==> src/rtl/exr_pkg.sv <==
package exr_pkg;
  typedef enum logic [1:0] {
    CAUSE_NONE   = 2'd0,
    CAUSE_BRANCH = 2'd1,
    CAUSE_ORDER  = 2'd2,
    CAUSE_LDBLK  = 2'd3
  } cause_e;
endpackage

==> src/rtl/exr_slot_decode.sv <==
module exr_slot_decode
  import exr_pkg::*;
#(
  parameter int NUM_THREADS = 2,
  parameter int TID_W       = 1,
  parameter int PC_W        = 32,
  parameter int INST_BYTES  = 4
) (
  input  logic                   valid_i,
  input  logic                   squashed_i,
  input  logic                   mem_i,
  input  logic                   mispred_i,
  input  logic [TID_W-1:0]       tid_i,
  input  logic [PC_W-1:0]        pc_i,
  input  logic [PC_W-1:0]        npc_i,
  input  logic [NUM_THREADS-1:0] order_viol_i,
  input  logic [NUM_THREADS-1:0] ld_blk_live_i,
  output cause_e                 cause_o,
  output logic                   dir_taken_o
);
  assign dir_taken_o = (npc_i != (pc_i + PC_W'(INST_BYTES)));

  // fixed ranking: branch, ordering, blocked load
  always_comb begin
    cause_o = CAUSE_NONE;
    if (valid_i && !squashed_i) begin
      if (mispred_i)                         cause_o = CAUSE_BRANCH;
      else if (mem_i && order_viol_i[tid_i])  cause_o = CAUSE_ORDER;
      else if (mem_i && ld_blk_live_i[tid_i]) cause_o = CAUSE_LDBLK;
    end
  end
endmodule

==> src/rtl/exr_thread_pick.sv <==
module exr_thread_pick
  import exr_pkg::*;
#(
  parameter int W         = 4,
  parameter int TID_W     = 1,
  parameter int THREAD_ID = 0,
  localparam int IDX_W    = (W > 1) ? $clog2(W) : 1
) (
  input  cause_e           cause_i [W],
  input  logic [TID_W-1:0] tid_i   [W],
  output logic             hit_o,
  output logic [IDX_W-1:0] idx_o
);
  // oldest slot of this thread with a cause wins
  always_comb begin
    hit_o = 1'b0;
    idx_o = '0;
    for (int s = 0; s < W; s++) begin
      if (!hit_o && cause_i[s] != CAUSE_NONE && tid_i[s] == TID_W'(THREAD_ID)) begin
        hit_o = 1'b1;
        idx_o = IDX_W'(s);
      end
    end
  end
endmodule

==> src/rtl/exr_evt_counter.sv <==
module exr_evt_counter #(
  parameter int CNT_W = 16,
  parameter int INC_W = 2
) (
  input  logic             clk_i,
  input  logic             rst_ni,
  input  logic [INC_W-1:0] inc_i,
  output logic [CNT_W-1:0] cnt_o
);
  always_ff @(posedge clk_i or negedge rst_ni) begin
    if (!rst_ni) cnt_o <= '0;
    else         cnt_o <= cnt_o + CNT_W'(inc_i);
  end
endmodule

==> src/rtl/exec_redirect_gen.sv <==
module exec_redirect_gen
  import exr_pkg::*;
#(
  parameter int W           = 4,
  parameter int NUM_THREADS = 2,
  parameter int SEQ_W       = 16,
  parameter int PC_W        = 32,
  parameter int INST_BYTES  = 4,
  parameter int CNT_W       = 16,
  localparam int TID_W      = (NUM_THREADS > 1) ? $clog2(NUM_THREADS) : 1,
  localparam int IDX_W      = (W > 1) ? $clog2(W) : 1,
  localparam int INC_W      = $clog2(NUM_THREADS + 1)
) (
  input  logic                         clk_i,
  input  logic                         rst_ni,
  input  logic [W-1:0]                 ex_valid_i,
  input  logic [W-1:0]                 ex_squashed_i,
  input  logic [W-1:0]                 ex_mem_i,
  input  logic [W*TID_W-1:0]           ex_tid_i,
  input  logic [W*SEQ_W-1:0]           ex_seq_i,
  input  logic [W*PC_W-1:0]            ex_pc_i,
  input  logic [W*PC_W-1:0]            ex_npc_i,
  input  logic [W-1:0]                 ex_mispred_i,
  input  logic [W-1:0]                 ex_pred_taken_i,
  input  logic [NUM_THREADS-1:0]       order_viol_i,
  input  logic [NUM_THREADS-1:0]       ld_blk_i,
  output logic [NUM_THREADS-1:0]       sq_valid_o,
  output logic [NUM_THREADS*2-1:0]     sq_cause_o,
  output logic [NUM_THREADS-1:0]       sq_incl_self_o,
  output logic [NUM_THREADS-1:0]       sq_taken_o,
  output logic [NUM_THREADS*SEQ_W-1:0] sq_seq_o,
  output logic [NUM_THREADS*PC_W-1:0]  sq_restart_pc_o,
  output logic [NUM_THREADS*PC_W-1:0]  sq_mispc_o,
  output logic [NUM_THREADS-1:0]       ld_blk_ack_o,
  output logic [CNT_W-1:0]             cnt_taken_bad_o,
  output logic [CNT_W-1:0]             cnt_nt_bad_o,
  output logic [CNT_W-1:0]             cnt_order_o
);
  // slot views
  logic [TID_W-1:0] slot_tid  [W];
  logic [SEQ_W-1:0] slot_seq  [W];
  logic [PC_W-1:0]  slot_pc   [W];
  logic [PC_W-1:0]  slot_npc  [W];
  cause_e           slot_cause[W];
  logic             slot_taken[W];

  logic [NUM_THREADS-1:0] handled_q;
  logic [NUM_THREADS-1:0] ld_blk_live;
  assign ld_blk_live = ld_blk_i & ~handled_q;

  for (genvar s = 0; s < W; s++) begin : g_slot
    assign slot_tid[s] = ex_tid_i[s*TID_W +: TID_W];
    assign slot_seq[s] = ex_seq_i[s*SEQ_W +: SEQ_W];
    assign slot_pc[s]  = ex_pc_i [s*PC_W  +: PC_W];
    assign slot_npc[s] = ex_npc_i[s*PC_W  +: PC_W];

    exr_slot_decode #(
      .NUM_THREADS(NUM_THREADS), .TID_W(TID_W), .PC_W(PC_W), .INST_BYTES(INST_BYTES)
    ) u_dec (
      .valid_i      (ex_valid_i[s]),
      .squashed_i   (ex_squashed_i[s]),
      .mem_i        (ex_mem_i[s]),
      .mispred_i    (ex_mispred_i[s]),
      .tid_i        (slot_tid[s]),
      .pc_i         (slot_pc[s]),
      .npc_i        (slot_npc[s]),
      .order_viol_i (order_viol_i),
      .ld_blk_live_i(ld_blk_live),
      .cause_o      (slot_cause[s]),
      .dir_taken_o  (slot_taken[s])
    );
  end

  logic             thr_hit [NUM_THREADS];
  logic [IDX_W-1:0] thr_idx [NUM_THREADS];

  for (genvar t = 0; t < NUM_THREADS; t++) begin : g_pick
    exr_thread_pick #(.W(W), .TID_W(TID_W), .THREAD_ID(t)) u_pick (
      .cause_i(slot_cause),
      .tid_i  (slot_tid),
      .hit_o  (thr_hit[t]),
      .idx_o  (thr_idx[t])
    );
  end

  // next record per thread
  cause_e           nx_cause [NUM_THREADS];
  logic [SEQ_W-1:0] nx_seq   [NUM_THREADS];
  logic [PC_W-1:0]  nx_rst_pc[NUM_THREADS];
  logic [PC_W-1:0]  nx_mispc [NUM_THREADS];
  logic             nx_taken [NUM_THREADS];
  logic [INC_W-1:0] inc_tk, inc_nt, inc_ord;

  always_comb begin
    inc_tk  = '0;
    inc_nt  = '0;
    inc_ord = '0;
    for (int t = 0; t < NUM_THREADS; t++) begin
      nx_cause[t]  = CAUSE_NONE;
      nx_seq[t]    = '0;
      nx_rst_pc[t] = '0;
      nx_mispc[t]  = '0;
      nx_taken[t]  = 1'b0;
      if (thr_hit[t]) begin
        nx_cause[t] = slot_cause[thr_idx[t]];
        nx_seq[t]   = slot_seq[thr_idx[t]];
        nx_rst_pc[t] = (nx_cause[t] == CAUSE_LDBLK) ? slot_pc[thr_idx[t]]
                                                     : slot_npc[thr_idx[t]];
        if (nx_cause[t] == CAUSE_BRANCH) begin
          nx_mispc[t] = slot_pc[thr_idx[t]];
          nx_taken[t] = slot_taken[thr_idx[t]];
          if (ex_pred_taken_i[thr_idx[t]]) inc_tk = inc_tk + INC_W'(1);
          else                             inc_nt = inc_nt + INC_W'(1);
        end
        if (nx_cause[t] == CAUSE_ORDER) inc_ord = inc_ord + INC_W'(1);
      end
    end
  end

  always_ff @(posedge clk_i or negedge rst_ni) begin
    if (!rst_ni) begin
      sq_valid_o      <= '0;
      sq_cause_o      <= '0;
      sq_incl_self_o  <= '0;
      sq_taken_o      <= '0;
      sq_seq_o        <= '0;
      sq_restart_pc_o <= '0;
      sq_mispc_o      <= '0;
      ld_blk_ack_o    <= '0;
      handled_q       <= '0;
    end else begin
      for (int t = 0; t < NUM_THREADS; t++) begin
        sq_valid_o[t]                   <= thr_hit[t];
        sq_cause_o[t*2 +: 2]            <= nx_cause[t];
        sq_incl_self_o[t]               <= (nx_cause[t] == CAUSE_LDBLK);
        sq_taken_o[t]                   <= nx_taken[t];
        sq_seq_o[t*SEQ_W +: SEQ_W]      <= nx_seq[t];
        sq_restart_pc_o[t*PC_W +: PC_W] <= nx_rst_pc[t];
        sq_mispc_o[t*PC_W +: PC_W]      <= nx_mispc[t];
        ld_blk_ack_o[t]                 <= (nx_cause[t] == CAUSE_LDBLK);
        // handled until the queue drops its flag
        if (!ld_blk_i[t])                     handled_q[t] <= 1'b0;
        else if (nx_cause[t] == CAUSE_LDBLK)  handled_q[t] <= 1'b1;
      end
    end
  end

  exr_evt_counter #(.CNT_W(CNT_W), .INC_W(INC_W)) u_cnt_tk (
    .clk_i(clk_i), .rst_ni(rst_ni), .inc_i(inc_tk), .cnt_o(cnt_taken_bad_o));
  exr_evt_counter #(.CNT_W(CNT_W), .INC_W(INC_W)) u_cnt_nt (
    .clk_i(clk_i), .rst_ni(rst_ni), .inc_i(inc_nt), .cnt_o(cnt_nt_bad_o));
  exr_evt_counter #(.CNT_W(CNT_W), .INC_W(INC_W)) u_cnt_ord (
    .clk_i(clk_i), .rst_ni(rst_ni), .inc_i(inc_ord), .cnt_o(cnt_order_o));

  // assertions
  p_cnt_stable_r10: assert property (@(posedge clk_i) disable iff (!rst_ni)
    (sq_valid_o == '0) |-> ($stable(cnt_taken_bad_o) && $stable(cnt_nt_bad_o)
                            && $stable(cnt_order_o)));

  for (genvar t = 0; t < NUM_THREADS; t++) begin : g_chk
    p_ack_is_ldblk_r5: assert property (@(posedge clk_i) disable iff (!rst_ni)
      ld_blk_ack_o[t] |-> (sq_valid_o[t] && sq_cause_o[t*2 +: 2] == 2'd3 && sq_incl_self_o[t]));
    p_incl_only_ldblk_r4: assert property (@(posedge clk_i) disable iff (!rst_ni)
      (sq_valid_o[t] && sq_cause_o[t*2 +: 2] != 2'd3) |-> !sq_incl_self_o[t]);
    p_no_rehandle_r6: assert property (@(posedge clk_i) disable iff (!rst_ni)
      (ld_blk_ack_o[t] && ld_blk_i[t]) |=> !ld_blk_ack_o[t]);
    p_nottaken_fallthru_r3: assert property (@(posedge clk_i) disable iff (!rst_ni)
      (sq_valid_o[t] && sq_cause_o[t*2 +: 2] == 2'd1 && !sq_taken_o[t]) |->
      (sq_restart_pc_o[t*PC_W +: PC_W] == sq_mispc_o[t*PC_W +: PC_W] + PC_W'(INST_BYTES)));
    p_idle_rec_r11: assert property (@(posedge clk_i) disable iff (!rst_ni)
      !sq_valid_o[t] |-> (sq_cause_o[t*2 +: 2] == 2'd0 && !ld_blk_ack_o[t]));
  end
endmodule

==> config.mk <==
export PLATFORM = sky130hd
export DESIGN_NAME = exec_redirect_gen
export DESIGN_NICKNAME = d
export VERILOG_FILES = /design/src/rtl/exr_pkg.sv /design/src/rtl/exr_slot_decode.sv /design/src/rtl/exr_thread_pick.sv /design/src/rtl/exr_evt_counter.sv /design/src/rtl/exec_redirect_gen.sv
export SDC_FILE = /design/constraint.sdc
export NUM_CORES = 1
export LEC_CHECK = 0
export BUFFER_PORTS_ARGS = -buffer_cell sky130_fd_sc_hd__buf_2
export CAP_MARGIN = 20
export CORE_AREA = 2 2 222 224
export CTS_CLUSTER_DIAMETER = 100
export DETAILED_ROUTE_END_ITERATION = 8
export DIE_AREA = 0 0 224 226
export PLACE_DENSITY = 0.69
export SYNTH_ARGS = -nofsm -noshare
export SYNTH_HDL_FRONTEND = slang
export SYNTH_SLANG_ARGS = --single-unit
==> constraint.sdc <==
create_clock -name clk_i -period 12.87 [get_ports clk_i]
set_input_delay 1.9305 -clock clk_i [delete_from_list [all_inputs] [get_ports clk_i]]
set_output_delay 1.9305 -clock clk_i [all_outputs]
set_load 0.1 [all_outputs]
# Word-level counts from Yosys, hierarchy flattened
# Index checks and enable logic that the tools add are counted.
# totals
rom_bits	0
input_bits	350
word_cells	208
latchBits	0
out_inout_bits	220
ramBits	0
mem_count	0
regBits	220
# classes
multipliers	0
bitwise	8
n_div	0
n_mux	116
reduce_logical	40
eq_ne	14
shifts	0
magnitude_cmp	8
addsub	10
# ops
cell	count
$mux 32	16
$bmux 32 s2	4
$add 32x3->32 const B	4
$ne 32x32->1	4
$mux 16	6
$mux 2	34
$bmux 16 s2	2
$add 16x2->16	3
$mux 1	48
$logic_and 1x1->1	26
$eq 2x2->1 const B	6
$logic_not 1->1	10
$bmux 1 s2	4
$bmux 2 s2	2
$lt 1x2->1 const B	4
$reduce_bool 2->1	4
$add 2x1->2 const B	3
$ge 3x3->1 const B	2
$lt 2x3->1 const B	2
$not 2->3	2
$eq 2x1->1 const B	2
$ne 2x1->1 const B	2
$not 1->1	4
$and 2x2->2	1
$not 2->2	1

# Depth between registers and ports, before layout
# logic_depth
ltp_word	36
depth_mapped	21
mapped_depth_nobuf	18

# Modules after synthesis
# Synthesis repeated with hierarchy kept, for this count alone.
# unflattened
hier_cells	1558
area_unflattened_um2	17362.9
# by_module_without_submodules
mod	seq_area_each_um2	cells_per_inst	area_each_um2	n_inst
exec_redirect_gen	4304.1	747	10686.5	1
exr_slot_decode	0.0	152	1084.8	4
exr_evt_counter	400.4	60	735.7	3
exr_thread_pick at g_pick[0].u_pick	0.0	12	68.8	1
exr_thread_pick at g_pick[1].u_pick	0.0	11	61.3	1

# Least setup slack after synthesis
# No wires, ideal clock.
# synth_path
path_type	in2reg
start	in ex_tid_i[0]
end	reg u_cnt_tk.cnt_o[12]
slack_ps	7013
required_ps	12707
path_buffers	2
setup_time_ps	163
arrival_time_ps	5694
cell_stages	18
path_cell_list	buf_6 -> mux2_4 -> o31a_1 -> o21a_2 -> or3b_1 -> buf_2 -> o211ai_2 -> nand2_1 -> nand3_1 -> and3b_1 -> ha_1 -> mux2_2 -> ha_1 -> inv_1 -> fa_1 -> or4_1 -> nor2_1 -> xor2_1
# synth_between
elab_chain_len	34
word_cells_on_any_way	68
classes_between	2 x add/sub; 2 x eq/ne; 38 x mux; 3 x bitwise; 23 x reduce/logical
# synth_rtl
item	line_no	rtl
start, declared	exec_redirect_gen.sv:19	input logic [W*TID_W-1:0] ex_tid_i,
$mux 1 (implied by the code) (2 in series)	exr_slot_decode.sv:29	else if (mem_i && ld_blk_live_i[tid_i]) cause_o = CAUSE_LDBLK;
$logic_and 1x1->1	exr_slot_decode.sv:29	
$mux 2	exr_slot_decode.sv:29	
$mux 2	exr_slot_decode.sv:28	else if (mem_i && order_viol_i[tid_i]) cause_o = CAUSE_ORDER;
$mux 2	exr_slot_decode.sv:27	if (mispred_i) cause_o = CAUSE_BRANCH;
$mux 2	exr_slot_decode.sv:26	if (valid_i && !squashed_i) begin
$reduce_bool 2->1	exr_thread_pick.sv:19	if (!hit_o && cause_i[s] != CAUSE_NONE && tid_i[s] == TID_W'(THREAD_ID)) begin
$logic_and 1x1->1	exr_thread_pick.sv:19	
[... 17 more ...]	n/a	
$eq 2x1->1	exec_redirect_gen.sv:109	if (nx_cause[t] == CAUSE_BRANCH) begin
$mux 1	exec_redirect_gen.sv:109	
$mux 1	exec_redirect_gen.sv:104	if (thr_hit[t]) begin
$add 2x1->2	exec_redirect_gen.sv:112	if (ex_pred_taken_i[thr_idx[t]]) inc_tk = inc_tk + INC_W'(1);
$mux 2	exec_redirect_gen.sv:112	
$mux 2	exec_redirect_gen.sv:109	
$mux 2 *	exec_redirect_gen.sv:104	
$add 16x2->16 *	exr_evt_counter.sv:12	else cnt_o <= cnt_o + CNT_W'(inc_i);
end signal, assigned	exr_evt_counter.sv:12	
end, declared	exr_evt_counter.sv:8	output logic [CNT_W-1:0] cnt_o
# Every way passes the cells marked *; elsewhere a longest branch is shown, timed or not. The select of a mux whose other input is x is not followed.
# A chain may end at the register's enable or synchronous reset.

# Worst setup path in the final report
# layout_path
start	in ex_tid_i[2]
end	reg u_cnt_tk.cnt_o[12]
# layout_between
elab_chain_len	27
word_cells_on_any_way	52
classes_between	2 x add/sub; 2 x eq/ne; 32 x mux; 3 x bitwise; 13 x reduce/logical
# layout_rtl
item	line_no
$mux 1 (implied by the code) (2 in series)	exr_slot_decode.sv:29
$logic_and 1x1->1	exr_slot_decode.sv:29
$mux 2	exr_slot_decode.sv:29
$mux 2	exr_slot_decode.sv:28
$mux 2	exr_slot_decode.sv:27
$mux 2	exr_slot_decode.sv:26
$reduce_bool 2->1	exr_thread_pick.sv:19
$logic_and 1x1->1 (2 in series)	exr_thread_pick.sv:19
[... 9 more ...]	n/a
$eq 2x1->1	exec_redirect_gen.sv:109
$mux 1	exec_redirect_gen.sv:109
$mux 1	exec_redirect_gen.sv:104
$add 2x1->2	exec_redirect_gen.sv:112
$mux 2	exec_redirect_gen.sv:112
$mux 2	exec_redirect_gen.sv:109
$mux 2 *	exec_redirect_gen.sv:104
$add 16x2->16 *	exr_evt_counter.sv:12
# Marked as above.

==> key figures <==
Status
  • Outcome: finished, final reports clean

Synth
  • Area leader, netlist: dfrtp_1
  • Yosys cell types: 87
  • Most used DFF post-synth: dfrtp_1
  • Synthesized Nets: 2600
  • Most frequent cell after synthesis: nand2_1
  • Cells after Synth: 2234
  • Post-synth ARST share: 1.00
  • Most frequent cells after synthesis: nand2_1, nand3_1, dfrtp_1
  • Post-synth EDFFs: 0
  • Ranking of synthesized cells by area: dfrtp_1, nand2_1, mux2i_1, nand3_1, xnor2_1
  • Yosys warnings: 0
  • Sequential-to-total area share from yosys stat: 0.306
  • Synthesized area per cell: ~8.1 µm²
  • Synth top area share: 0.306
  • Flops & latches, synth: 220
  • Cell Area, Synth: around 18000 µm²

Floorplan
  • Full die area: between 50000 and 60000 µm²
  • CORE AREA: 48300 µm²
  • Initial core utilization: 0.373
  • FP Rows: 81
  • Die Ht: 226 µm
  • Chip width: 224 µm
  • Io pins: 570

Clock tree
  • Post-cts resize count: 0
  • Clk_lat worst skew: ~0.56 ns
  • CTS tree: done
  • Post-CTS Setup Inserts: 0
  • H-tree levels: 1
  • Num CTS Buffers: 26
  • Clock tree buffer depth: 3
  • Hold buffers post-CTS: 0
  • Clock Sinks: 220
  • Clock root cell: clkbuf_16
  • Clock-pin slew of the registers on the worst-case setup and hold paths: 0.06 ns

Place
  • Place WS: 5.74 ns
  • Port bufs: 569
  • Detailed placer's ending HPWL: around 64000 µm
  • Routability Congestion: 0.963

Timing
  • Slew @ Worst Pin: around 1.1 ns
  • Fin Setup TNS: 0 ns
  • Clock skew: 0.0224 ns
  • Setup violators final: 0
  • Final-report hold violation count: 0
  • Max-slew violation count: 0
  • Fmax achieved: 0.152 GHz
  • Period utilization: 0.512
  • Min setup slack post-route: 6.27 ns
  • Min Tclk post-route: 6.60 ns
  • Relative slew slack: 0.251
  • Unrepaired setup endpoints after global routing: false
  • Worst hold slack: 0.464 ns

Global routing
  • Overflow after GRT: 0
  • First-pass GRT wire length: 119000 µm
  • Antenna violations before repair: 21
  • Vias in the first global route: around 19000
  • Largest net degree at the start of global routing: between 90 and 100
  • GRT Total Usage: 0.309

Critical path
  • Highest cell delay on the worst timing path: 0.65 ns
  • Worst Setup Start Kind: input port
  • Crit Path Class: input port to flop
  • Worst EP required: 13.36 ns
  • WP buf/inv: 4
  • Crit. End Element: flop
  • CP max-delay cell: buf_4
  • Worst EP arrival: 7.08 ns
  • Critical Path, Cell by Cell: buf_2, mux2_2, o31ai_1, a21oi_1, o211ai_4, buf_4, or2_1, o21ai_0, a221o_1, nand2_2, buf_4, mux2_2, ha_1, inv_1, fa_1, or4_1, nor2_1, xor2_1
  • CP delay by family, top: buffers and inverters
  • Crit-path max FO: 51

Power
  • Reg power frac: 0.287
  • Design Power: around 2800 µW
  • Pwr dens: 125 nW/µm²
  • Leak pwr: around 0.011 µW
  • Pint: 1530 µW
  • Switching share of total power: 0.447
  • Clock Power Share: 0.294
  • Comb pwr share: 0.418
  • NetSw: 1240 µW
  • Worst vdd ir: just over 0.09 mV

Min path
  • Hold Path Class: flop to flop

Drt
  • DRT Pass-1 Iters: 6
  • DR WL/cell: 24.3 µm
  • Via count: slightly below 20000
  • Post-route DRC: 0
  • Total routed wirelength: roughly 82000 µm
  • Initial DRC Count: about 1700
  • Via/cell ratio: roughly 5.9
  • Routed Antenna Nets: 0

Run
  • Max_cap viols: 0

Layout
  • Area delta synth->final: 23.1%
  • Share of cells above drive strength 1: 0.280
  • Nets: 3075
  • Filler cells: approximately 4800
[stage by stage]
| stage | instance area [µm²] | std cells | util |
|---|---|---|---|
| 6_report | 22200 | 3362 | 0.459 |
| 3_3_place_gp | 21200 | 3303 | 0.439 |
| 3_5_place_dp | 21200 | 3303 | 0.439 |
| 5_1_grt | 22200 | 3358 | 0.459 |
| 2_1_floorplan | 18000 | 2234 | - |
| 4_1_cts | 22100 | 3349 | 0.458 |
[routing by layer]
| layer | track usage | routed length (µm) | up-vias |
|---|---|---|---|
| met5 | 0 | 103 | - |
| li1 | - | - | 8763 |
| met1 | 0.368 | 31000 | 9568 |
| met2 | 0.542 | 39700 | 1126 |
| met4 | 0.145 | 4030 | 18 |
| met3 | 0.0553 | 6830 | 227 |
[kinds of logic after synthesis]
kind of cell             share of synthesized area
AND/OR/NAND/NOR                              0.309
XOR/XNOR                                    0.0997
AO/OA/AOI/OAI                               0.0830
adder cells (fa/ha/maj)                     0.0124
buffers and inverters                       0.0471
multiplexers                                 0.144
flip-flops                                   0.306
[power by group through the flow]
stage               combinational, µW  clock, µW  sequential, µW
finish                           1160        813             794
global route                     1210        848             801
floorplan                         355          0            1270
CTS                              1150        827             794
detailed placement               1150          0             806
global placement                 1130          0             804
[flip-flops by register name, indices dropped and copies added (netlist names)]
signal,flops
sq_mispc_o,64
u_cnt_nt.cnt_o,16
sq_valid_o,2
sq_taken_o,2
sq_cause_o,4
ld_blk_ack_o,2
sq_seq_o,32
u_cnt_tk.cnt_o,16
u_cnt_ord.cnt_o,16
sq_restart_pc_o,64
handled_q,2
[path summary, 6_finish.rpt]
check | start | endpoint | slack [ns] | cells past startpoint
worst max-delay path | ex_tid_i[2] | u_cnt_tk.cnt_o[12]$_DFF_PN0_ | 6.27 | 18
worst min-delay path | u_cnt_tk.cnt_o[15]$_DFF_PN0_ | u_cnt_tk.cnt_o[15]$_DFF_PN0_ | 0.46 | 1
worst max register to register | handled_q[0]$_DFFE_PN0P_ | u_cnt_tk.cnt_o[12]$_DFF_PN0_ | 7.39 | 17
worst min register to register | u_cnt_tk.cnt_o[15]$_DFF_PN0_ | u_cnt_tk.cnt_o[15]$_DFF_PN0_ | 0.46 | 1
max in group asynchronous | rst_ni | sq_mispc_o[7]$_DFF_PN0_ | 9.31 | 3
min in group asynchronous | rst_ni | u_cnt_tk.cnt_o[15]$_DFF_PN0_ | 1.35 | 1
[cells in the final DEF, fill, tap and decap left out, types with 58 or more instances in the layout]
| master | Yosys | layout |
|---|---|---|
| mux2i_1 | 137 | 137 |
| mux2_2 | 74 | 74 |
| a21oi_1 | 62 | 61 |
| nand2_1 | 403 | 402 |
| nand3_1 | 255 | 254 |
| xor2_1 | 81 | 81 |
| xnor2_1 | 124 | 124 |
| buf_2 | 42 | 568 |
| dfrtp_1 | 220 | 220 |
| nor2_1 | 201 | 201 |
| nand4_1 | 58 | 58 |
[layout make-up]
type                       instances  area, µm²  share of cell area
multi-input combinational       1831      11700               0.529
inverter                          36        135             0.00609
clock buffer                      33        738              0.0333
antenna                           13       32.5             0.00147
timing repair buffer             594       3050               0.137
sequential                       220       5510               0.248
tap                              622        778              0.0351
clock inverter                    13        206             0.00931
[worst register-to-register path, delay by kind of cell, from the launching register on]
kind | cells | cell delay, ns
AND/OR/NAND/NOR | 5 | 1.54
AO/OA/AOI/OAI | 5 | 1.23
buffers and inverters | 3 | 1.17
adder cells (fa/ha/maj) | 2 | 0.60
flip-flops | 1 | 0.47
multiplexers | 1 | 0.29
XOR/XNOR | 1 | 0.15
No activity file was read; power rests on OpenSTA's default activity.
